File: src/rtl/seq_pkg.sv
package seq_pkg;
    localparam int WORD_W    = 16;
    localparam int IRQ_LINES = 2;
    localparam int SH_SEL_W  = 2;

    localparam logic [WORD_W-1:0] CODE_MISALIGN = 16'd2;
    localparam logic [WORD_W-1:0] CODE_ILLEGAL  = 16'd3;

    typedef enum logic [1:0] {
        ST_FETCH  = 2'd0,
        ST_EXEC   = 2'd1,
        ST_VECTOR = 2'd2
    } seq_state_e;

    typedef enum logic [SH_SEL_W-1:0] {
        SH_EPC = 2'd0,
        SH_ESR = 2'd1,
        SH_EUR = 2'd2,
        SH_NUM = 2'd3
    } sh_sel_e;
endpackage

File: src/rtl/seq_irq_pick.sv
module seq_irq_pick #(
    parameter int LINES  = 2,
    parameter int CODE_W = 16
) (
    input  logic [LINES-1:0]  pend,
    input  logic [LINES-1:0]  enable,
    output logic              take,
    output logic [CODE_W-1:0] code
);
    logic [LINES-1:0] live;

    genvar g;
    generate
        for (g = 0; g < LINES; g++) begin : g_mask
            assign live[g] = pend[g] & enable[g];
        end
    endgenerate

    // lowest line index wins
    always_comb begin
        take = 1'b0;
        code = '0;
        for (int i = LINES - 1; i >= 0; i--) begin
            if (live[i]) begin
                take = 1'b1;
                code = CODE_W'(i);
            end
        end
    end
endmodule

File: src/rtl/seq_shadow_bank.sv
module seq_shadow_bank
    import seq_pkg::*;
#(
    parameter int W = 16
) (
    input  logic                clk,
    input  logic                rst_n,
    input  logic                cap_en,
    input  logic [W-1:0]        cap_pc,
    input  logic [W-1:0]        cap_code,
    input  logic                sr_cap_en,
    input  logic [W-1:0]        sr_in,
    input  logic                wr_en,
    input  logic [SH_SEL_W-1:0] wr_sel,
    input  logic [W-1:0]        wr_data,
    output logic [W-1:0]        epc,
    output logic [W-1:0]        esr,
    output logic [W-1:0]        eur,
    output logic [W-1:0]        num
);
    always_ff @(posedge clk or negedge rst_n) begin
        if (!rst_n) begin
            epc <= '0;
            esr <= '0;
            eur <= '0;
            num <= '0;
        end else begin
            if (cap_en) begin
                epc <= cap_pc;
                num <= cap_code;
            end else if (wr_en) begin
                unique case (sh_sel_e'(wr_sel))
                    SH_EPC: epc <= wr_data;
                    SH_ESR: esr <= wr_data;
                    SH_EUR: eur <= wr_data;
                    SH_NUM: num <= wr_data;
                    default: ;
                endcase
            end
            if (sr_cap_en) esr <= sr_in;
        end
    end
endmodule

File: src/rtl/fetch_exc_seq.sv
module fetch_exc_seq
    import seq_pkg::*;
#(
    parameter logic [15:0] RESET_PC = 16'h0040,
    parameter logic [15:0] VEC_BASE = 16'h0100
) (
    input  logic        clk,
    input  logic        rst_n,
    output logic        mem_req,
    output logic [15:0] mem_addr,
    input  logic [15:0] mem_rdata,
    output logic        ir_valid,
    output logic [15:0] ir_word,
    input  logic [1:0]  irq,
    input  logic        ex_exc,
    input  logic [15:0] ex_exc_code,
    input  logic        ex_reti,
    input  logic        ex_pc_wr,
    input  logic [15:0] ex_pc_val,
    input  logic        ex_sr_wr,
    input  logic [15:0] ex_sr_val,
    input  logic        sh_wr,
    input  logic [1:0]  sh_sel,
    input  logic [15:0] sh_wdata,
    output logic [15:0] pc_out,
    output logic [15:0] sr_out,
    output logic [15:0] epc_out,
    output logic [15:0] esr_out,
    output logic [15:0] eur_out,
    output logic [15:0] exc_num_out
);
    localparam logic [WORD_W-1:0] STEP = WORD_W'(2);

    seq_state_e         state_q, state_d;
    logic [WORD_W-1:0]  pc_q, pc_d, sr_q, sr_d, pf_q, pf_d;
    logic               irq_take;
    logic [WORD_W-1:0]  irq_code;
    logic               cap_en;
    logic [WORD_W-1:0]  cap_pc, cap_code;
    logic               in_exec, instr_ok, sh_we, vec_phase;

    seq_irq_pick #(.LINES(IRQ_LINES), .CODE_W(WORD_W)) u_pick (
        .pend   (irq),
        .enable (sr_q[IRQ_LINES-1:0]),
        .take   (irq_take),
        .code   (irq_code)
    );

    assign in_exec   = (state_q == ST_EXEC);
    assign instr_ok  = in_exec && !irq_take;
    assign vec_phase = (state_q == ST_VECTOR);
    assign sh_we     = instr_ok && sh_wr && !ex_exc && !ex_reti;

    seq_shadow_bank #(.W(WORD_W)) u_shadow (
        .clk       (clk),
        .rst_n     (rst_n),
        .cap_en    (cap_en),
        .cap_pc    (cap_pc),
        .cap_code  (cap_code),
        .sr_cap_en (vec_phase),
        .sr_in     (sr_q),
        .wr_en     (sh_we),
        .wr_sel    (sh_sel),
        .wr_data   (sh_wdata),
        .epc       (epc_out),
        .esr       (esr_out),
        .eur       (eur_out),
        .num       (exc_num_out)
    );

    // next state and register updates
    always_comb begin
        state_d  = state_q;
        pc_d     = pc_q;
        sr_d     = sr_q;
        pf_d     = pf_q;
        cap_en   = 1'b0;
        cap_pc   = pc_q - STEP;
        cap_code = '0;
        unique case (state_q)
            ST_FETCH: begin
                if (pc_q[0]) begin
                    cap_en   = 1'b1;
                    cap_pc   = pc_q;
                    cap_code = CODE_MISALIGN;
                    state_d  = ST_VECTOR;
                end else begin
                    pf_d    = mem_rdata;
                    pc_d    = pc_q + STEP;
                    state_d = ST_EXEC;
                end
            end
            ST_EXEC: begin
                if (irq_take) begin
                    cap_en   = 1'b1;
                    cap_code = irq_code;
                    state_d  = ST_VECTOR;
                end else if (ex_exc) begin
                    cap_en   = 1'b1;
                    cap_code = ex_exc_code;
                    state_d  = ST_VECTOR;
                end else if (ex_reti) begin
                    pc_d    = epc_out;
                    sr_d    = esr_out;
                    state_d = ST_FETCH;
                end else begin
                    if (ex_sr_wr) sr_d = ex_sr_val;
                    if (ex_pc_wr) begin
                        pc_d    = ex_pc_val;
                        state_d = ST_FETCH;
                    end else begin
                        pf_d = mem_rdata;
                        pc_d = pc_q + STEP;
                    end
                end
            end
            ST_VECTOR: begin
                pc_d = mem_rdata;
                sr_d = sr_q & ~WORD_W'((1 << IRQ_LINES) - 1);
                state_d = ST_FETCH;
            end
            default: state_d = ST_FETCH;
        endcase
    end

    // state register
    always_ff @(posedge clk or negedge rst_n) begin
        if (!rst_n) state_q <= ST_FETCH;
        else        state_q <= state_d;
    end

    // architectural registers
    always_ff @(posedge clk or negedge rst_n) begin
        if (!rst_n) begin
            pc_q <= RESET_PC;
            sr_q <= '0;
            pf_q <= '0;
        end else begin
            pc_q <= pc_d;
            sr_q <= sr_d;
            pf_q <= pf_d;
        end
    end

    // outputs
    always_comb begin
        mem_req  = 1'b0;
        mem_addr = pc_q;
        unique case (state_q)
            ST_FETCH:  mem_req = !pc_q[0];
            ST_EXEC:   mem_req = instr_ok;
            ST_VECTOR: begin
                mem_req  = 1'b1;
                mem_addr = VEC_BASE + {exc_num_out[WORD_W-2:0], 1'b0};
            end
            default: mem_req = 1'b0;
        endcase
        ir_valid = instr_ok;
        ir_word  = pf_q;
        pc_out   = pc_q;
        sr_out   = sr_q;
    end
endmodule

File: config.mk
export PLATFORM = sky130hd
export DESIGN_NAME = fetch_exc_seq
export DESIGN_NICKNAME = d
export VERILOG_FILES = /design/src/rtl/seq_pkg.sv /design/src/rtl/seq_irq_pick.sv /design/src/rtl/seq_shadow_bank.sv /design/src/rtl/fetch_exc_seq.sv
export SDC_FILE = /design/constraint.sdc
export NUM_CORES = 1
export LEC_CHECK = 0
export BUFFER_PORTS_ARGS = -buffer_cell sky130_fd_sc_hd__buf_2
export CAP_MARGIN = 20
export CORE_ASPECT_RATIO = 1.75
export CORE_MARGIN = 10
export CORE_UTILIZATION = 45
export DETAILED_ROUTE_END_ITERATION = 8
export PLACE_DENSITY = 0.73
export SYNTH_ARGS = -nofsm -noshare
export SYNTH_HDL_FRONTEND = slang
export SYNTH_SLANG_ARGS = --single-unit
File: constraint.sdc
create_clock -name clk -period 5.7 [get_ports clk]
set_input_delay 0.285 -clock clk [delete_from_list [all_inputs] [get_ports clk]]
set_output_delay 0.285 -clock clk [all_outputs]
set_load 0.01 [all_outputs]
-- Yosys cells after proc, flatten, opt, wreduce, memory -nomap -nowiden
Cells that the tools add are included.
- bits in registers: 114
- bits in latches: 0
- memory bits (writable): 0
- bits in read-only memories: 0
- bits of input ports: 91
- output and inout port bits: 130
- word-level logic and storage cells: 109
- memories kept: 0
- add/subtract/negate cells: 3
- multipliers: 0
- divide/modulo/power cells: 0
- magnitude comparators: 0
- equal/unequal tests: 13
- shifts and indexed selects: 0
- multiplexer cells: 49
- bitwise operators: 6
- reductions and logical operators: 28
- operator list (kind ; number):
    16-bit 2-to-1 mux ; 29
    16-bit one-hot mux with 2 select lines ; 3
    16-bit one-hot mux with 3 select lines ; 1
    16-bit by 2-bit adder with 16-bit output (second input constant) ; 1
    9-bit by 16-bit adder with 16-bit output (first input constant) ; 1
    2-bit nonzero test ; 8
    16-bit by 2-bit subtractor with 16-bit output (second input constant) ; 1
    2-bit 2-to-1 mux ; 6
    2-bit inequality test (second input constant) ; 5
    3-bit AND reduction ; 3
    4-bit AND reduction ; 2
    1-bit 2-to-1 mux ; 7
    2-bit equality test (second input constant) ; 3
    6-bit AND reduction ; 1
    5-bit inequality test (second input constant) ; 1
    5-bit AND reduction ; 1
    2-bit by 1-bit equality test with 1-bit output (second input constant) ; 2
    1-bit logical AND ; 4
    1-bit logical NOT ; 4
    2-bit logical NOT ; 2
    1-bit inverter ; 4
    2-bit one-hot mux with 2 select lines ; 1
    2-bit AND reduction ; 2
    3-bit inequality test (second input constant) ; 1
    other kinds (5) ; 6

-- Logic depth before layout (Yosys ltp)
- word-level depth: 11
- mapped depth: 9
- depth with buffers taken out: 7

-- By module
A second synthesis with hierarchy kept.
- cell total of the unflattened synthesis: 665
- area, all modules: 6676.4 µm²
- modules (own cells, without submodules) (module ; times used ; cells an instance ; area each (µm²) ; sequential area each (µm²)):
    fetch_exc_seq ; 1 ; 445 ; 3811.2 ; 1252.5
    seq_shadow_bank ; 1 ; 200 ; 2728.9 ; 1601.5
    seq_irq_pick ; 1 ; 20 ; 136.4 ; 0.0

-- Least setup slack after synthesis
No wires, ideal clock.
- path type: register to output
- from: reg state_q[0]
- to: out mem_addr[8]
- arrival: 1927 ps
- data required time: 5415 ps
- slack: 3488 ps
- cell stages (with the launch flop): 9
- buffers on the path: 4
- path through: dfrtp_1 inv_1 ha_1 buf_2 clkbuf_1 buf_1 buf_1 nor2_1 a21oi_1
- longest elaborated chain between the ends: 2
- ends and longest elaborated chain (what ; RTL line ; source):
    from (decl) ; fetch_exc_seq.sv:34 ; seq_state_e state_q, state_d;
    from (signal assigned) ; fetch_exc_seq.sv:129 ; else state_q <= state_d;
    2-bit equality test ; fetch_exc_seq.sv:149 ; unique case (state_q)
    16-bit 2-to-1 mux ; fetch_exc_seq.sv:149 ;
    to (decl) ; fetch_exc_seq.sv:10 ; output logic [15:0] mem_addr,
Every way passes these cells.

-- Worst setup path after layout
- from: reg state_q[1]
- to: reg u_shadow.num[8]
- longest elaborated chain between the ends: 7
- elaborated cells between the ends (all ways): 12
- classes of those cells: eq/ne: 1; mux: 3; reduce/logical: 8
- ends and longest elaborated chain (what ; RTL line ; source):
    2-bit by 1-bit equality test with 1-bit output ; fetch_exc_seq.sv:49, fetch_exc_seq.sv:80 ;
    1-bit logical AND ; fetch_exc_seq.sv:50 ; assign instr_ok = in_exec && !irq_take;
    1-bit logical AND (3 in series) ; fetch_exc_seq.sv:52 ; assign sh_we = instr_ok && sh_wr && !ex_exc && !ex_reti;
    2-bit nonzero test (no line) ; -- ;
    2-bit AND reduction (no line) ; -- ;
    to (signal assigned) ; seq_shadow_bank.sv:30 ; num <= cap_code;
    to (signal assigned) ; seq_shadow_bank.sv:36 ; SH_NUM: num <= wr_data;
    to (decl) ; seq_shadow_bank.sv:19 ; output logic [W-1:0] num
Parallel ways exist; a longest one is shown, timed or not.
A chain may end at the register's enable or synchronous reset.

==> impl_metrics.csv <==
group,metric,value,unit
power_and_ir_drop,p_leak,0.00409,µW
timing,fmax,323,MHz
route,vias,6388,
synthesis,synth_top_cell_area_share,0.430,
power_and_ir_drop,powerDensity,623,nW/µm²
hold_path,min_path_type,"input port to flip-flop",
cells_and_area,final-seq-area,2850,µm²
synthesis,ys_types,67,
clock_network,cts_buffer_depth,2,
floorplanning,io_pins,221,
cells_and_area,post-route-util,0.582,
clock_network,cts-htree-levels,4,
cells_and_area,final_cell_mix,"219 x buf_2, 113 x dfrtp_1, 75 x nand2_1",
synthesis,yosys_warnings,0,
timing,setup_tns,0,ns
timing,hold_violations,0,
floorplanning,die_x,111,µm
global_route,grt_pass1_wl,36900,µm
power_and_ir_drop,peakVddDrop,245,µV
timing,slew_viol_final,0,
timing,worstMarginPinSlew,1.02,ns
floorplanning,core-area,14400,µm²
cells_and_area,drive_gt1_frac,0.361,
setup_path,cp_data_required_time,6.00,ns
power_and_ir_drop,p_total,5210,µW
timing,rsz0062_at_grt,"false",
floorplanning,die_h,180,µm
setup_path,worstSetupPathType,"flip-flop to flip-flop",
global_route,grt_overflow,0,
clock_network,cts_setup_buffers,0,
timing,slew_headroom,0.319,
global_route,grt_max_degree,84,
route,ant_nets,0,
route,routed_wl,23600,µm
clock_network,cts_buffers,17,
cells_and_area,num-fill-cells,1324,
global_route,grt_use_total,0.227,
route,drcViolationCount,0,
clock_network,clkLatencyLatePin,0.42,ns
timing,finalSetupViolCount,0,
clock_network,clkSinkCount,114,
placement,gp_congestion,0.932,
timing,period_minus_slack,3.09,ns
cells_and_area,nNetsFinal,987,
synthesis,yosysSeqAreaShare,0.434,
synthesis,ys_ff_latch,114,
timing,skew,0.00951,ns
floorplanning,rows,58,
clock_network,cts-root-buf,"clkbuf_16",
cells_and_area,multiInputGateArea,3460,µm²
global_route,antenna_found_initial,1,
placement,io_buffers,220,
synthesis,ys.flop_type,"dfrtp_1",
setup_path,cp-start-kind,"flip-flop",
route,drt_first_pass_iters,5,
setup_path,cp_max_fo,15,
run,drv_cap,0,
clock_network,post_cts_resized,0,
synthesis,avgSynthCellArea,9.56,µm²
setup_path,cp-end-kind,"flip-flop",
setup_path,worstPathArrival,3.39,ns
floorplanning,dieArea,20000,µm²
route,viasPerCell,5.90,
floorplanning,initial_utilization,0.458,
synthesis,synth-edff-count,0,
timing,finalCritPeriodShare,0.542,
cells_and_area,area_growth,27.2,%
synthesis,syn-cell-area,6580,µm²
route,wl_per_cell,21.8,µm
placement,detailed_place_hpwl,17900,µm
synthesis,yosysTopAreaCell,"dfrtp_1",
synthesis,async_flop_share,1.00,
synthesis,synth_area_leaders,"dfrtp_1 43%, mux2_2 8.2%, mux2i_1 6.2%",
clock_network,clkTransAtPathRegs,0.06,ns
run_status,outcome,"finished clean",
synthesis,netlist_instances,688,
route,drtIter0Drc,529,
synthesis,synthesis.nets,787,
cells_and_area,final_common_cell,"buf_2",
global_route,grt_pass1_vias,6609,
clock_network,cts_tree,"yes",
==> critical path: stages, from the launching register on <==
cell,delay (ns)
dfrtp_1,0.39
inv_1,0.09
ha_1,0.36
buf_4,0.26
inv_1,0.21
nor2_1,0.18
nor2_1,0.67
nand2_1,0.53
a2bb2oi_1,0.26
==> kinds of logic (layout without fill, tap and decap cells) <==
kind of cell | after synthesis | after routing | synth area share
AO/OA/AOI/OAI | 189 | 189 | 0.187
flip-flops | 114 | 114 | 0.434
AND/OR/NAND/NOR | 206 | 206 | 0.147
multiplexers | 90 | 90 | 0.146
XOR/XNOR | 23 | 23 | 0.0306
adder cells (fa/ha/maj) | 8 | 8 | 0.0152
buffers and inverters | 58 | 271 | 0.0399
other | 0 | 1 | 0
==> sequential cells by signal, summed over array words and instances, names as in the netlist, named ones only <==
name and cells:
ir_word 16, u_shadow.eur 16, u_shadow.num 16, u_shadow.esr 16
state_q 2, sr_out 16, u_shadow.epc 16, pc_out 15
==> synth_stat cells, types with 9 or more instances <==
master	number
dfrtp_1	113
nand2_1	75
o21ai_0	65
nor2_1	62
mux2_2	48
a21oi_1	42
mux2i_1	41
clkbuf_1	22
nand3_1	19
a2bb2oi_1	14
xnor2_1	13
buf_2	12
a31oi_1	11
inv_1	10
nor4_1	10
xor2_1	10
a22oi_1	9
==> cell type report <==
class,instances,share of cell area
antenna,1,0.000299
clock buffer,18,0.0513
clock inverter,14,0.0185
inverter,10,0.00449
multi-input combinational,516,0.414
sequential,114,0.341
tap,180,0.0269
timing repair buffer,229,0.144
==> final timing paths <==
kind / start / cells after the start / slack [ns] / end
min: ex_exc_code[13] / 3 / 0.10 / u_shadow.num[13]
max: state_q[1] / 8 / 2.61 / u_shadow.num[8]
min reg2reg: u_shadow.eur[6] / 1 / 0.48 / u_shadow.eur[6]
max in group asynchronous: rst_n / 4 / 4.34 / pc_out[6]
min in group asynchronous: rst_n / 2 / 0.36 / ir_word[1]
max reg2reg: state_q[1] / 8 / 2.61 / u_shadow.num[8]
==> what timing repair did <==
item / CTS / global route
hold buffers: 1 / 0
endpoints found under the setup margin: 0 / 0
endpoints found under the hold margin: 33 / 0
==> where the power goes <==
part | switching (µW) | internal (µW) | leakage (µW) | total, µW
sequential | 419 | 1200 | 0.00140 | 1620
clock | 413 | 647 | 0.000270 | 1060
combinational | 1440 | 1090 | 0.00242 | 2530
total | 2270 | 2940 | 0.00409 | 5210
==> per-stage QoR <==
| step | worst slack [ns] | std cells | hold slack (ns) | area (µm²) |
|---|---|---|---|---|
| after floorplan | 3.49 | 688 | -0.0106 | 6580 |
| after global placement | 2.57 | 1046 | 0.259 | 7730 |
| after global routing | 2.28 | 1082 | 0.0968 | 8370 |
| after CTS | 2.45 | 1079 | 0.0952 | 8320 |
| final | 2.61 | 1082 | 0.102 | 8370 |
| after detailed placement | 2.48 | 1046 | 0.260 | 7730 |
==> metal layers <==
layer  global-route usage  up-vias  routed length (µm)
met4                0.105        0                 852
li1                     -     2910                   -
met3               0.0600       63                1680
met1                0.249     3086                8720
met2                0.397      329               12300
met5                    0        -                   0
(Power assumes the default switching activity.)
